`src/rtl/mpr_cal_pkg.sv`:
```
package mpr_cal_pkg;

  typedef enum logic [1:0] {
    CMD_NOP  = 2'd0,
    CMD_PREA = 2'd1,
    CMD_MRS  = 2'd2,
    CMD_RD   = 2'd3
  } cmd_e;

  typedef enum logic [2:0] {
    ST_IDLE      = 3'd0,
    ST_WAIT_RP   = 3'd1,
    ST_WAIT_MODE = 3'd2,
    ST_WAIT_GAP  = 3'd3,
    ST_WAIT_PRR  = 3'd4,
    ST_WAIT_EXIT = 3'd5
  } seq_st_e;

  // address bit that turns precharge into precharge-all
  localparam int PREA_ALL_BIT = 10;
  // address bit that enables the pattern mode in the mode-register payload
  localparam int PAT_EN_BIT   = 2;
  // bank code of the mode register that holds the pattern control
  localparam int PAT_MR_BANK  = 3;

endpackage

```
`src/rtl/mpr_wait_timer.sv`:
```
module mpr_wait_timer #(
  parameter int W = 8
) (
  input  logic         clk,
  input  logic         rst,
  input  logic         load,
  input  logic [W-1:0] len,
  output logic         expired
);
  logic [W-1:0] cnt;

  always_ff @(posedge clk) begin
    if (rst) begin
      cnt <= '0;
    end else if (load) begin
      cnt <= (len == '0) ? '0 : len - W'(1);
    end else if (cnt != '0) begin
      cnt <= cnt - W'(1);
    end
  end

  assign expired = (cnt == '0);
endmodule

```
`src/rtl/mpr_burst_chk.sv`:
```
module mpr_burst_chk #(
  parameter int BEATS = 8,
  parameter int DQ_W  = 8,
  parameter int CNT_W = 5
) (
  input  logic                  clk,
  input  logic                  rst,
  input  logic                  clr,
  input  logic                  valid,
  input  logic [BEATS*DQ_W-1:0] burst,
  output logic                  fail,
  output logic [CNT_W-1:0]      rx_cnt
);
  localparam int BURST_W = BEATS * DQ_W;

  logic [BURST_W-1:0] exp_pat;

  generate
    for (genvar k = 0; k < BEATS; k++) begin : g_beat
      if (k % 2 == 1) begin : g_odd
        assign exp_pat[k*DQ_W +: DQ_W] = {DQ_W{1'b1}};
      end else begin : g_even
        assign exp_pat[k*DQ_W +: DQ_W] = {DQ_W{1'b0}};
      end
    end
  endgenerate

  always_ff @(posedge clk) begin
    if (rst || clr) begin
      fail   <= 1'b0;
      rx_cnt <= '0;
    end else if (valid) begin
      if (burst != exp_pat) fail <= 1'b1;
      if (rx_cnt != {CNT_W{1'b1}}) rx_cnt <= rx_cnt + CNT_W'(1);
    end
  end
endmodule

```
`src/rtl/mpr_seq_fsm.sv`:
```
module mpr_seq_fsm
  import mpr_cal_pkg::*;
#(
  parameter int CNT_W  = 8,
  parameter int NR_W   = 4,
  parameter int ADDR_W = 14,
  parameter int BA_W   = 3
) (
  input  logic              clk,
  input  logic              rst,
  input  logic              start,
  input  logic [CNT_W-1:0]  cfg_trp,
  input  logic [CNT_W-1:0]  cfg_tmrd,
  input  logic [CNT_W-1:0]  cfg_tmod,
  input  logic [CNT_W-1:0]  cfg_tmprr,
  input  logic [CNT_W-1:0]  cfg_rd_gap,
  input  logic [NR_W-1:0]   cfg_num_reads,
  input  logic              host_wr_req,
  input  logic              tmr_expired,
  input  logic              chk_fail,
  input  logic [NR_W:0]     chk_rx_cnt,
  output logic              tmr_load,
  output logic [CNT_W-1:0]  tmr_len,
  output logic              chk_clr,
  output logic [1:0]        cmd,
  output logic [BA_W-1:0]   ba,
  output logic [ADDR_W-1:0] addr,
  output logic              busy,
  output logic              done,
  output logic              pass,
  output logic              wr_grant
);
  seq_st_e           st, st_n;
  cmd_e              cmd_q, cmd_n;
  logic [ADDR_W-1:0] addr_n;
  logic [BA_W-1:0]   ba_n;
  logic [NR_W-1:0]   rd_left, rd_left_n;
  logic [NR_W-1:0]   rd_total, rd_total_n;
  logic              done_n, pass_n;
  logic [CNT_W-1:0]  mode_wait;

  assign mode_wait = (cfg_tmrd > cfg_tmod) ? cfg_tmrd : cfg_tmod;

  always_comb begin
    st_n       = st;
    cmd_n      = CMD_NOP;
    addr_n     = '0;
    ba_n       = '0;
    tmr_load   = 1'b0;
    tmr_len    = '0;
    chk_clr    = 1'b0;
    rd_left_n  = rd_left;
    rd_total_n = rd_total;
    done_n     = 1'b0;
    pass_n     = pass;
    case (st)
      ST_IDLE: begin
        if (start) begin
          cmd_n                = CMD_PREA;
          addr_n[PREA_ALL_BIT] = 1'b1;
          tmr_load             = 1'b1;
          tmr_len              = cfg_trp;
          chk_clr              = 1'b1;
          rd_left_n            = (cfg_num_reads == '0) ? NR_W'(1) : cfg_num_reads;
          rd_total_n           = rd_left_n;
          pass_n               = 1'b0;
          st_n                 = ST_WAIT_RP;
        end
      end
      ST_WAIT_RP: begin
        if (tmr_expired) begin
          cmd_n              = CMD_MRS;
          ba_n               = BA_W'(PAT_MR_BANK);
          addr_n[PAT_EN_BIT] = 1'b1;
          tmr_load           = 1'b1;
          tmr_len            = mode_wait;
          st_n               = ST_WAIT_MODE;
        end
      end
      ST_WAIT_MODE, ST_WAIT_GAP: begin
        if (tmr_expired) begin
          cmd_n     = CMD_RD;
          tmr_load  = 1'b1;
          rd_left_n = rd_left - NR_W'(1);
          if (rd_left == NR_W'(1)) begin
            tmr_len = cfg_tmprr;
            st_n    = ST_WAIT_PRR;
          end else begin
            tmr_len = cfg_rd_gap;
            st_n    = ST_WAIT_GAP;
          end
        end
      end
      ST_WAIT_PRR: begin
        if (tmr_expired) begin
          cmd_n    = CMD_MRS;
          ba_n     = BA_W'(PAT_MR_BANK);
          tmr_load = 1'b1;
          tmr_len  = cfg_tmod;
          st_n     = ST_WAIT_EXIT;
        end
      end
      ST_WAIT_EXIT: begin
        if (tmr_expired) begin
          done_n = 1'b1;
          pass_n = !chk_fail && (chk_rx_cnt == {1'b0, rd_total});
          st_n   = ST_IDLE;
        end
      end
      default: st_n = ST_IDLE;
    endcase
  end

  always_ff @(posedge clk) begin
    if (rst) begin
      st       <= ST_IDLE;
      cmd_q    <= CMD_NOP;
      addr     <= '0;
      ba       <= '0;
      rd_left  <= '0;
      rd_total <= '0;
      busy     <= 1'b0;
      done     <= 1'b0;
      pass     <= 1'b0;
      wr_grant <= 1'b0;
    end else begin
      st       <= st_n;
      cmd_q    <= cmd_n;
      addr     <= addr_n;
      ba       <= ba_n;
      rd_left  <= rd_left_n;
      rd_total <= rd_total_n;
      busy     <= (st_n != ST_IDLE);
      done     <= done_n;
      pass     <= pass_n;
      wr_grant <= host_wr_req && (st_n == ST_IDLE);
    end
  end

  assign cmd = cmd_q;
endmodule

```
`src/rtl/mpr_cal_seq.sv`:
```
module mpr_cal_seq #(
  parameter int CNT_W  = 8,
  parameter int NR_W   = 4,
  parameter int BEATS  = 8,
  parameter int DQ_W   = 8,
  parameter int ADDR_W = 14,
  parameter int BA_W   = 3
) (
  input  logic                  clk,
  input  logic                  rst,
  input  logic                  start,
  input  logic [CNT_W-1:0]      cfg_trp,
  input  logic [CNT_W-1:0]      cfg_tmrd,
  input  logic [CNT_W-1:0]      cfg_tmod,
  input  logic [CNT_W-1:0]      cfg_tmprr,
  input  logic [CNT_W-1:0]      cfg_rd_gap,
  input  logic [NR_W-1:0]       cfg_num_reads,
  input  logic                  host_wr_req,
  input  logic                  rd_valid,
  input  logic [BEATS*DQ_W-1:0] rd_burst,
  output logic [1:0]            cmd_o,
  output logic [BA_W-1:0]       cmd_ba,
  output logic [ADDR_W-1:0]     cmd_addr,
  output logic                  busy,
  output logic                  done,
  output logic                  pass,
  output logic                  host_wr_grant
);
  localparam int RX_W = NR_W + 1;

  logic             tmr_load, tmr_expired, chk_clr, chk_fail;
  logic [CNT_W-1:0] tmr_len;
  logic [RX_W-1:0]  chk_rx_cnt;

  mpr_wait_timer #(.W(CNT_W)) u_timer (
    .clk     (clk),
    .rst     (rst),
    .load    (tmr_load),
    .len     (tmr_len),
    .expired (tmr_expired)
  );

  mpr_burst_chk #(.BEATS(BEATS), .DQ_W(DQ_W), .CNT_W(RX_W)) u_chk_burst (
    .clk    (clk),
    .rst    (rst),
    .clr    (chk_clr),
    .valid  (rd_valid),
    .burst  (rd_burst),
    .fail   (chk_fail),
    .rx_cnt (chk_rx_cnt)
  );

  mpr_seq_fsm #(.CNT_W(CNT_W), .NR_W(NR_W), .ADDR_W(ADDR_W), .BA_W(BA_W)) u_fsm (
    .clk           (clk),
    .rst           (rst),
    .start         (start),
    .cfg_trp       (cfg_trp),
    .cfg_tmrd      (cfg_tmrd),
    .cfg_tmod      (cfg_tmod),
    .cfg_tmprr     (cfg_tmprr),
    .cfg_rd_gap    (cfg_rd_gap),
    .cfg_num_reads (cfg_num_reads),
    .host_wr_req   (host_wr_req),
    .tmr_expired   (tmr_expired),
    .chk_fail      (chk_fail),
    .chk_rx_cnt    (chk_rx_cnt),
    .tmr_load      (tmr_load),
    .tmr_len       (tmr_len),
    .chk_clr       (chk_clr),
    .cmd           (cmd_o),
    .ba            (cmd_ba),
    .addr          (cmd_addr),
    .busy          (busy),
    .done          (done),
    .pass          (pass),
    .wr_grant      (host_wr_grant)
  );
endmodule

```
`config.mk`:
```
export PLATFORM = sky130hd
export DESIGN_NAME = mpr_cal_seq
export DESIGN_NICKNAME = d
export VERILOG_FILES = /design/src/rtl/mpr_cal_pkg.sv /design/src/rtl/mpr_wait_timer.sv /design/src/rtl/mpr_burst_chk.sv /design/src/rtl/mpr_seq_fsm.sv /design/src/rtl/mpr_cal_seq.sv
export SDC_FILE = /design/constraint.sdc
export NUM_CORES = 1
export LEC_CHECK = 0
export ABC_AREA = 1
export BUFFER_PORTS_ARGS = -buffer_cell sky130_fd_sc_hd__buf_2
export CORE_MARGIN = 3
export CORE_UTILIZATION = 45
export DETAILED_ROUTE_END_ITERATION = 7
export GPL_TIMING_DRIVEN = 0
export PLACE_DENSITY = 0.78
export SYNTH_ARGS = -nofsm -noshare
export SYNTH_HDL_FRONTEND = slang
export SYNTH_SLANG_ARGS = --single-unit
```
`constraint.sdc`:
```
create_clock -name clk -period 4.9 [get_ports clk]
set_input_delay 0.98 -clock clk [delete_from_list [all_inputs] [get_ports clk]]
set_output_delay 0.98 -clock clk [all_outputs]
set_load 0.1 [all_outputs]
```
# == Word level (Yosys, flattened, before mapping) ==
# Cells that the tools add are included.
# Widths: inputs -> output; s select.
# classes
addsub,4
order_cmp,1
eq_ne,12
muxes,33
bitwise_logic,3
n_reduce_logical,25
# op_table
operator,n
$mux 8,9
$ne 64x64->1 const B,1
$pmux 8 s4,1
$mux 3,6
$logic_not 8->1,2
$sub 8x1->8 const B,2
$pmux 3 s5,1
$mux 4,3
$reduce_or 2->1,5
$gt 8x8->1,1
$pmux 4 s2,1
$reduce_bool 8->1,1
$eq 3x2->1 const B,2
$eq 3x3->1 const B,2
$logic_not 3->1,2
$mux 1,6
$mux 2,3
$ne 2x2->1 const B,3
$pmux 2 s3,1
$reduce_and 2->1,3
$reduce_and 3->1,2
$reduce_bool 2->1,3
$add 5x1->5 const B,1
$eq 5x4->1,1
other kinds (12),16
# totals
ff_bits,48
output_inout_bits,23
wordCells,93

# == Depth between registers and ports, before layout ==
# depth
word_depth,7
depth_mapped,22
ltp_nobuf,22

# == Hierarchy ==
# From an unflattened synthesis, not the netlist that was laid out.
# hier_totals
cells_unflattened,498
area_unflattened_um2,2996.6
# modules_own_cells
mod,instances,cells_per_inst,area_each_um2
mpr_seq_fsm,1,255,1675.4
mpr_wait_timer,1,138,762.0
mpr_burst_chk,1,105,559.3

# == Least setup slack after synthesis ==
# Ideal clock, no wire load.
# synth_timing
path_kind,input-to-reg
startpoint,in cfg_tmod[7]
endpoint,reg u_timer.cnt[6]
setup_time_ns,0.121
t_arrival_ns,2.891
path_slack_ns,1.888
path_stages,18
path_buffers,0
path_cell_list,inv_1 -> ha_1 -> nand2_1 -> nor2_2 -> nand2_1 -> nand2_2 -> nand2_2 -> o211ai_1 -> nand2_1 -> inv_1 -> ha_1 -> inv_1 -> nor2_1 -> nand2_2 -> nor2_4 -> nor2_8 -> nand2_1 -> a21oi_1
# synth_between
elab_chain_cells,7
word_cells_on_any_way,9
# synth_rtl
element,line_no,source
start: declaration,mpr_cal_seq.sv:14,"input logic [CNT_W-1:0] cfg_tmod,"
$gt 8x8->1,mpr_seq_fsm.sv:42,assign mode_wait = (cfg_tmrd > cfg_tmod) ? cfg_tmrd : cfg_tmod;
$mux 8,mpr_seq_fsm.sv:42,
$mux 8,mpr_seq_fsm.sv:71,if (tmr_expired) begin
$pmux 8 s4 (*),mpr_seq_fsm.sv:56,case (st)
$sub 8x1->8 / $logic_not 8->1 (equally long branches),mpr_wait_timer.sv:16,cnt <= (len == '0) ? '0 : len - W'(1);
$mux 8 (*),mpr_wait_timer.sv:16,
$mux 8 (*),mpr_wait_timer.sv:15,end else if (load) begin
end signal: assignment,mpr_wait_timer.sv:16,
end signal: assignment,mpr_wait_timer.sv:18,cnt <= cnt - W'(1);
end: declaration,mpr_wait_timer.sv:10,logic [W-1:0] cnt;
# Mark *: on every way between the ends. The rest lies on a longest branch, timed or not.
# A chain may end at the register's enable or synchronous reset.

# == Worst setup path after layout ==
# layout_timing
startpoint,in cfg_tmod[3]
endpoint,reg u_timer.cnt[0]
# Same word-level chain as after synthesis.

==> flow_summary.ini <==
[sta]
sum_of_negative_setup_slack_ps = 0
finalMaxSlewViolations = 0
rsz_0062_raised_after_global_routing = false
max_slew.worst_pin.slew_ps = 513
timing_hold_violations_final = 0
worst_slew_margin_rel_pct = 65.8
post-route-min-period_ps = 3180
min_period_over_period_pct = 65.0
fin_skew_ps = 3.52
setup_viol = 0
fmaxAchievable_mhz = 314

[pwr]
power.static_leakage_nw = 1.99
combPwrFrac_pct = 63.1
seq_power_share_pct = 23.4
power.internal_uw = 770
ir_drop_mv = 0.239
power_switching_share_pct = 52.1
power_switching_uw = 839
pwr-share-clk_pct = 13.5
power-per-cell-area_mw_per_mm2 = 437

[grt]
grt-busiest-layer = met2
first_global_vias = 3164
grt_util_met1_pct = 27.0
grt.met2_usage_pct = 44.6
global_route_usage_over_all_layers_pct = 23.6
groute.layer.met3.usage_pct = 3.79
grt_first_pass_wirelength_um = 14000
globalRouteOverflowTotal = 0
grt_start_max_net_pins = 12
antenna_found_initial = 0

[layout]
insertedDiodeCount = 0
drive_gt1_share_pct = 32.6
seq_area_um2 = 681
area_taken_by_multi_input_logic_gates_mm2 = 0.00178
filler_cells = 597
area_growth_pct = 29.8
stdcell_area_mm2 = 0.00368
final_stage_net_count = 704

[yosys]
synth.top_cells.by_count = 84 x sky130_fd_sc_hd__nand2_1, 61 x sky130_fd_sc_hd__inv_1, 44 x sky130_fd_sc_hd__nor2_1, 35 x sky130_fd_sc_hd__nand3_1, 34 x sky130_fd_sc_hd__dfxtp_1
synth_area_mm2 = 0.00284
synthCells = 435
synth-edff-count = 0
synth.avg_cell_area_um2 = 6.52
yosysMostFrequentCell = sky130_fd_sc_hd__nand2_1
fraction_of_post_synthesis_cell_area_in_the_top_cell_type_by_area_pct = 24.0
synth_warnings = 0
synth_top_cell_by_area = sky130_fd_sc_hd__dfxtp_1
yosys.cell_types.count = 41
dominantRegCellSynth = sky130_fd_sc_hd__dfxtp_1
postSynth.asyncResetShare_pct = 0
synth_sequential_area_ratio_pct = 24.0
most_area_consuming_cells_after_synthesis = sky130_fd_sc_hd__dfxtp_1 24%, sky130_fd_sc_hd__nand2_1 11%, sky130_fd_sc_hd__inv_1 8.1%, sky130_fd_sc_hd__ha_1 6.6%, sky130_fd_sc_hd__nand3_1 6.2%
synth_seq_cells = 34

[drt]
drt_iter0_markers = 156
vias_per_inst = 4.99
ant_nets = 0
wirelength_um = 8420
detailedRoute.firstPassIterationCount = 4
drt-wirelength-per-cell_um = 12.9
via_count = 3252
route.detailed.drc = 0

[clock_network]
cts.clk_slew.worst_paths_ps = 70
postCtsHoldBufs = 0
clock_path_buffers = 2
worstSkewPairLatency_ps = 290
clock_sink_count = 34
clockRootBuffer = sky130_fd_sc_hd__clkbuf_8
cts.repair_timing.setup_buffer_count = 0
htree_levels = 2
cts_resized = 0
cts_buffers = 5
tritoncts = yes

[critical_path]
cp_data_required_time_ps = 5070
crit_path_top_delay_cell = sky130_fd_sc_hd__ha_1
critical_path.most_common_cell = sky130_fd_sc_hd__nand2_1
crit_path_start = cfg_tmod[3]
slowest_delay_ps = 300
timing.critical_path.cells = buf_2 > inv_1 > ha_1 > nand2_1 > inv_1 > nand2_1 > nand2_1 > nand2_1 > nand2_2 > nand2_2 > o211ai_1 > nand2_1 > inv_1 > ha_1 > inv_1 > nor2_1 > nand2_2 > nor2_4 > nor2_8 > nand2_1 > a21oi_1
critical_path_peak_fanout = 10
crit_path_end_kind = register
worst_setup_path_start_kind = input pin
worstSetupPathType = in -> reg
timing.critical_path.arrival_ps = 3360
crit-reg2reg-launch = u_timer.cnt[0]

[placement]
gp_congestion = 0.935
dpl-instance-area_mm2 = 0.00359
place.detailed.hpwl_um = 7020
buffer_ports.inserted = 122

[floorplan]
start_util_pct = 47.1
die_width_um = 85.4
floorplan.io_pins = 136
row_count = 28
floorplan.die.height_um = 85.4
die_area_mm2 = 0.00729
core-area_mm2 = 0.00603

[flow_run]
cap_viol_max_count = 0

[hold_path]
worst_hold_path_type = reg -> reg
min-delay-start = u_chk_burst.fail

[status]
status = complete, no violations
area by class of cell:
class	instances	area share, %
multi-input cells	321	48.4
plain buffers	20	4.01
inverters	72	7.37
repair buffers	122	16.6
flip-flops and latches	34	18.5
clock inverters	2	0.340
clock buffers	6	2.24
well taps	75	2.55
power by group through the flow:
| stage | combinational (mW) | sequential (mW) | clock [mW] |
|---|---|---|---|
| after floorplan | 0.690 | 0.486 | 0 |
| after global placement | 0.989 | 0.378 | 0 |
| after detailed placement | 1.01 | 0.381 | 0 |
| after CTS | 1.01 | 0.376 | 0.223 |
| after global routing | 1.13 | 0.385 | 0.236 |
| final | 1.02 | 0.376 | 0.217 |
cell usage in the layout (no fill, tap or decap), drive strengths merged:
cell type  instances
a2111oi            1
a211oi             5
a21o               1
a21oi             25
a221oi             2
a31oi              3
buf              140
clkbuf             8
clkinv             3
clkinvlp           1
conb              13
dfxtp             34
ha                15
inv               70
nand2             94
nand3             43
nand4             18
nor2              54
nor3               7
nor3b              1
nor4               8
o2111ai            1
o211ai             2
o21a               1
o21ai             14
o22ai              4
o31ai              1
o41ai              1
or2                1
xor2               6
worst max-delay path: cells and delay by family:
family | cells | cell delay (ps)
simple gates | 12 | 1250
fa+ha+maj | 2 | 440
buf+inv | 5 | 430
compound gates | 2 | 260
flip-flops by register name, summed over array words and instances (netlist names):
name                flops
u_timer.cnt             8
u_fsm.wr_grant          1
u_fsm.addr              2
u_fsm.cmd               2
u_chk_burst.rx_cnt      5
u_fsm.st                3
u_fsm.rd_left           4
u_fsm.done              1
u_fsm.rd_total          4
u_fsm.busy              1
u_fsm.ba                1
u_chk_burst.fail        1
u_fsm.pass              1
logic make-up (layout without fill, tap and decap cells):
family,count (synthesis),in the layout,share of synthesized area [%]
flip-flops,34,34,24.0
AND/OR/NAND/NOR,226,226,40.0
adder cells (fa/ha/maj),15,15,6.61
other,1,13,0.132
XOR/XNOR,6,6,1.85
buffers and inverters,92,222,14.8
AO/OA/AOI/OAI,61,61,12.6
final timing paths:
kind,to,slack [ps],depth (start not counted)
worst max-delay path,u_timer.cnt[0],1720,21
worst min-delay path,u_chk_burst.fail,460,2
worst max register to register,u_timer.cnt[5],2190,21
worst min register to register,u_chk_burst.fail,460,2
stage by stage:
step                util, %  power, mW  cells  hold slack [ps]  setup WS (ps)
global route           61.1       1.75    652              494           1420
finish                 61.1       1.61    652              458           1720
floorplan                 -       1.18    447              427           1890
global placement       59.5       1.37    644              439           1490
CTS                    61.1       1.61    652              456           1740
detailed placement     59.5       1.39    644              445           1420
layer usage:
metal / wire length, µm / vias to the layer above
li1: - / 1689
met2: 4210 / 147
met5: 0 / -
met4: 104 / 0
met3: 728 / 9
met1: 3380 / 1407
Note: power is estimated with default switching activity, not from simulation.
